===== src/rtl/hbridge_gate.sv =====
module hbridge_gate #(
  parameter int NCH = 3,
  parameter int DTW = 3
) (
  input  logic           clk,
  input  logic           rst_n,
  input  logic           en_global,
  input  logic           wr_en,
  input  logic [NCH-1:0] wr_hs,
  input  logic [NCH-1:0] wr_ls,
  input  logic [NCH-1:0] pwm_en,
  input  logic [NCH-1:0] pwm_sel,
  input  logic [1:0]     pwm_in,
  input  logic [NCH-1:0] oc,
  input  logic [DTW-1:0] dead_time,
  output logic [NCH-1:0] gate_hs,
  output logic [NCH-1:0] gate_ls
);

  logic [NCH-1:0] cmd_hs, cmd_ls, oc_lat;

  always_ff @(posedge clk or negedge rst_n)
    if (!rst_n) begin
      cmd_hs <= '0;
      cmd_ls <= '0;
    end else if (wr_en) begin
      cmd_hs <= wr_hs;
      cmd_ls <= wr_ls;
    end

  always_ff @(posedge clk or negedge rst_n)
    if (!rst_n) oc_lat <= '0;
    else        oc_lat <= oc | (oc_lat & ~{NCH{wr_en}});

  for (genvar i = 0; i < NCH; i++) begin : g_ch
    logic [DTW-1:0] dt_cnt;
    logic           pwm_ok, allow;

    assign pwm_ok     = ~pwm_en[i] | pwm_in[pwm_sel[i]];
    assign allow      = en_global & ~oc[i] & ~oc_lat[i] & pwm_ok;
    assign gate_hs[i] = allow & cmd_hs[i] & ~cmd_ls[i];
    assign gate_ls[i] = allow & cmd_ls[i] & ~cmd_hs[i] & (dt_cnt == '0);

    always_ff @(posedge clk or negedge rst_n)
      if (!rst_n)               dt_cnt <= '0;
      else if (gate_hs[i])      dt_cnt <= dead_time;
      else if (dt_cnt != '0)    dt_cnt <= dt_cnt - 1'b1;
  end

endmodule


===== config.mk =====
export PLATFORM = sky130hd
export DESIGN_NAME = hbridge_gate
export DESIGN_NICKNAME = d
export VERILOG_FILES = /design/src/rtl/hbridge_gate.sv
export SDC_FILE = /design/constraint.sdc
export NUM_CORES = 1
export LEC_CHECK = 0
export ABC_AREA = 1
export CAP_MARGIN = 15
export CORE_UTILIZATION = 39
export CTS_BUF_LIST = sky130_fd_sc_hd__clkbuf_4 sky130_fd_sc_hd__clkbuf_8
export CTS_CLUSTER_DIAMETER = 100
export DETAILED_ROUTE_END_ITERATION = 10
export MAX_ROUTING_LAYER = met4
export PLACE_DENSITY_LB_ADDON = 0.25
export SYNTH_ARGS = -nofsm -noshare
export SYNTH_HDL_FRONTEND = slang
export SYNTH_SLANG_ARGS = --single-unit

===== constraint.sdc =====
create_clock -name clk -period 1.5 [get_ports clk]
set_input_delay 0.225 -clock clk [delete_from_list [all_inputs] [get_ports clk]]
set_output_delay 0.225 -clock clk [all_outputs]
set_load 0.1 [all_outputs]

==> summary.md <==
| Metric | Value |
|---|---|
| Count of cell types in the netlist | `20` |
| Pwr dens | `1151 nW/µm²` |
| Compound-Gate Fraction of Synth Area | `0.07191` |
| Clock Sink Count | `18` |
| Vias in the first global route | `1,119` |
| Gr ovfl total | `0` |
| # DRC | `0` |
| Largest family of logic cells by synthesized area | `simple AND/OR/NAND/NOR gates` |
| Chip width | `55.44 µm` |
| Setup ws final | `-161.4 ps` |
| Multi-input gate area | `690.7 µm²` |
| RSZ-0062 raised after global routing | `true` |
| Peak Freq | `601.9 MHz` |
| Area contributors post-synth | `dfrtp_1 (40%), nand2_1 (11%), inv_1 (9.1%)` |
| Lkg Pwr | `0.9417 nW` |
| FF/Latch Area | `450.4 µm²` |
| Area growth, synth to finish | `70.79%` |
| Relative slew slack | `0.8388` |
| Area share of the largest cell type after synthesis | `0.4045` |
| Height of the die | `55.44 µm` |
| GP Congestion | `0.8053` |
| Critical Path Start Type | `input port` |
| Status | `finished with violations` |
| Hold Vio Cnt, Final | `0` |
| Seq/Total Area, Yosys | `0.4045` |
| Part of the cycle the worst path needs | `1.108` |
| Arr. time, crit path | `1440 ps` |
| Antenna Cells | `0` |
| Clock buffer depth | `2` |
| Fillers | `195` |
| Yosys top cell by area | `dfrtp_1` |
| Final ANT Viol Nets | `0` |
| Initial Util | `0.4073` |
| Final clock skew | `0.8789 ps` |
| Worst Setup End Kind | `output port` |
| WL final | `2959 µm` |
| Yosys reg bits | `18` |
| I/O pins | `30` |
| Worst path cell trace | `clkdlybuf4s50_1 -> nand2_1 -> nand3_2 -> nand3_2 -> nor3_4 -> buf_12` |
| Most frequent CP cell | `nand3_2` |
| Num CTS Buffers | `3` |
| Syn nets | `166` |
| First-pass GRT wire length | `5085 µm` |
| Netlist Area Pre-Place | `1114 µm²` |
| Clk_lat worst skew | `300 ps` |
| Number of I/O port buffers | `29` |
| Initial antenna violation count | `0` |
| Fin nets | `229` |
| Max IR drop VDD | `0.0007354 V` |
| Adder-Cell Fraction of Synth Area | `0.06742` |
| Post-DR wirelength/cell | `12.98 µm` |
| Via density | `4.899` |
| DRT iter0 DRCs | `24` |
| First-pass iteration count of the detailed router | `4` |
| Post-Layout Cell Count | `228` |
| Total GRT Usage | `0.2191` |
| Setup violators final | `5` |
| Crit path buf inv count | `2` |
| CP top delay family | `buffers and inverters` |
| Cells after Synth | `136` |
| Synth Area in Simple Gates | `0.3000` |
| Root buf cell | `clkbuf_4` |
| Critical path's largest stage delay | `490 ps` |
| Rows | `19` |
| Reg clk slew, reported paths | `100 ps` |
| Synth Area in XOR/XNOR | `0.02360` |
| H-tree depth | `1` |
| Slowest cell on the critical path | `clkdlybuf4s50_1` |
| Final Critical Period | `1661 ps` |
| Layout cells sized above 1 | `0.3858` |
| Vias | `1,117` |
| Crit Path Category | `in -> out` |
| Placed insts | `208` |
| CTS tree | `built` |
| Core area | `2734 µm²` |
| HPWL Detailed | `2016 µm` |
| CP required | `1270 ps` |
| Largest net degree at the start of global routing | `19` |
| Worst hold slack | `253.4 ps` |
| Critical Path Fanout Max | `3` |
| Max-cap violations | `0` |
| Final slew viol count | `0` |
| Die area | `3073 µm²` |
| Mux cell area share after synthesis | `0.03034` |
| Yosys warnings | `0` |
| Hold_buf cts | `0` |
| Hold crit path type | `in -> async` |
| Syn_area_per_cell | `8.188 µm²` |
| Failing checks | `setup timing` |
| Worst-margin pin slew | `241.0 ps` |
==> per-stage QoR <==
| step | utilization | instance area [µm²] | setup WS (ps) | power (W) | TNS, ps |
|---|---|---|---|---|---|
| finish | 0.6957 | 1902 | -161.4 | 0.002190 | -540.2 |
| global route | 0.6957 | 1902 | -238.5 | 0.002429 | -914.2 |
| CTS | 0.6668 | 1823 | -163.0 | 0.002065 | -548.6 |
| detailed placement | 0.5968 | 1632 | -254.0 | 0.001665 | -1033 |
| global placement | 0.5968 | 1632 | -200.6 | 0.001616 | -802.7 |
| floorplan | - | 1150 | -267.2 | 0.001405 | -757.0 |
==> worst reg2reg max path, stage by stage (launching register included) <==
cell and delay, ps:
dfrtp_1 420, nor3_4 160, buf_6 130, buf_4 100
buf_4 90, buf_4 110, nand4_1 100, nand2_1 80
==> synth_stat cells, drive strengths merged <==
cell type / n
ha: 6
a21oi: 3
dfrtp: 18
xor2: 3
mux2: 3
o21bai: 2
buf: 1
nand3: 9
nand2: 35
o21ai: 10
inv: 29
nand4: 8
nor2: 4
nor3: 5
==> per-layer routing <==
| metal | vias up | track usage | part of all wire |
|---|---|---|---|
| li1 | 556 | - | - |
| met1 | 530 | 0.2454 | 0.40 |
| met2 | 23 | 0.3838 | 0.54 |
| met3 | 8 | 0.03044 | 0.030 |
| met4 | 0 | 0.1036 | 0.029 |
| met5 | - | - | 0 |
==> sequential cells by signal (all words and copies together) (netlist names) <==
register     count
cmd_ls           3
g_ch.dt_cnt      9
oc_lat           3
cmd_hs           3
==> worst paths after layout <==
kind | end | depth (start not counted) | from | slack, ps
max | gate_ls[0] | 6 | pwm_sel[0] | -160
min | cmd_ls[2]$_DFFE_PN0P_ | 2 | rst_n | 250
max reg2reg | g_ch[1].dt_cnt[2]$_DFFE_PN0P_ | 7 | oc_lat[1]$_DFF_PN0_ | 260
min reg2reg | g_ch[0].dt_cnt[2]$_DFFE_PN0P_ | 3 | g_ch[0].dt_cnt[2]$_DFFE_PN0P_ | 560
max in group asynchronous | cmd_ls[1]$_DFFE_PN0P_ | 2 | rst_n | 1050
min in group clk | oc_lat[2]$_DFF_PN0_ | 3 | oc[2] | 290
==> cells in the final DEF (no fill, tap or decap), types with 5 or more instances in the layout <==
| master | instances |
|---|---|
| nand2_1 | 30 |
| buf_4 | 27 |
| inv_1 | 20 |
| dfrtp_1 | 18 |
| clkdlybuf4s50_1 | 15 |
| o21ai_0 | 10 |
| nand4_1 | 8 |
| dlygate4sd2_1 | 7 |
| inv_2 | 6 |
| buf_12 | 6 |
| nand3_2 | 5 |
| nor3_4 | 5 |
==> cell families after synthesis <==
family | after synthesis
compound gates | 15
xor+xnor | 3
mux | 3
fa+ha+maj | 6
buf+inv | 30
flops | 18
simple gates | 61
==> timing repair <==
| item | CTS | global route |
|---|---|---|
| gates resized for setup | 29 | 9 |
| pin swaps | 18 | 6 |
| endpoints found under the setup margin | 6 | 6 |
| gates cloned | 0 | 0 |
| buffers inserted | 11 | 6 |
==> power by group <==
part	internal (W)	switching (W)
clock network	0.0000937	0.000158
logic	0.000547	0.000651
registers	0.000642	0.0000975
total	0.00128	0.000906
==> cell type report <==
| cell class | count | share of cell area |
|---|---|---|
| multi-input combinational | 88 | 0.3632 |
| timing repair buffer | 59 | 0.3053 |
| inverter | 29 | 0.06250 |
| clock buffer | 3 | 0.01184 |
| sequential | 18 | 0.2368 |
| tap | 31 | 0.02039 |
No activity file was read; power rests on OpenSTA's default activity.
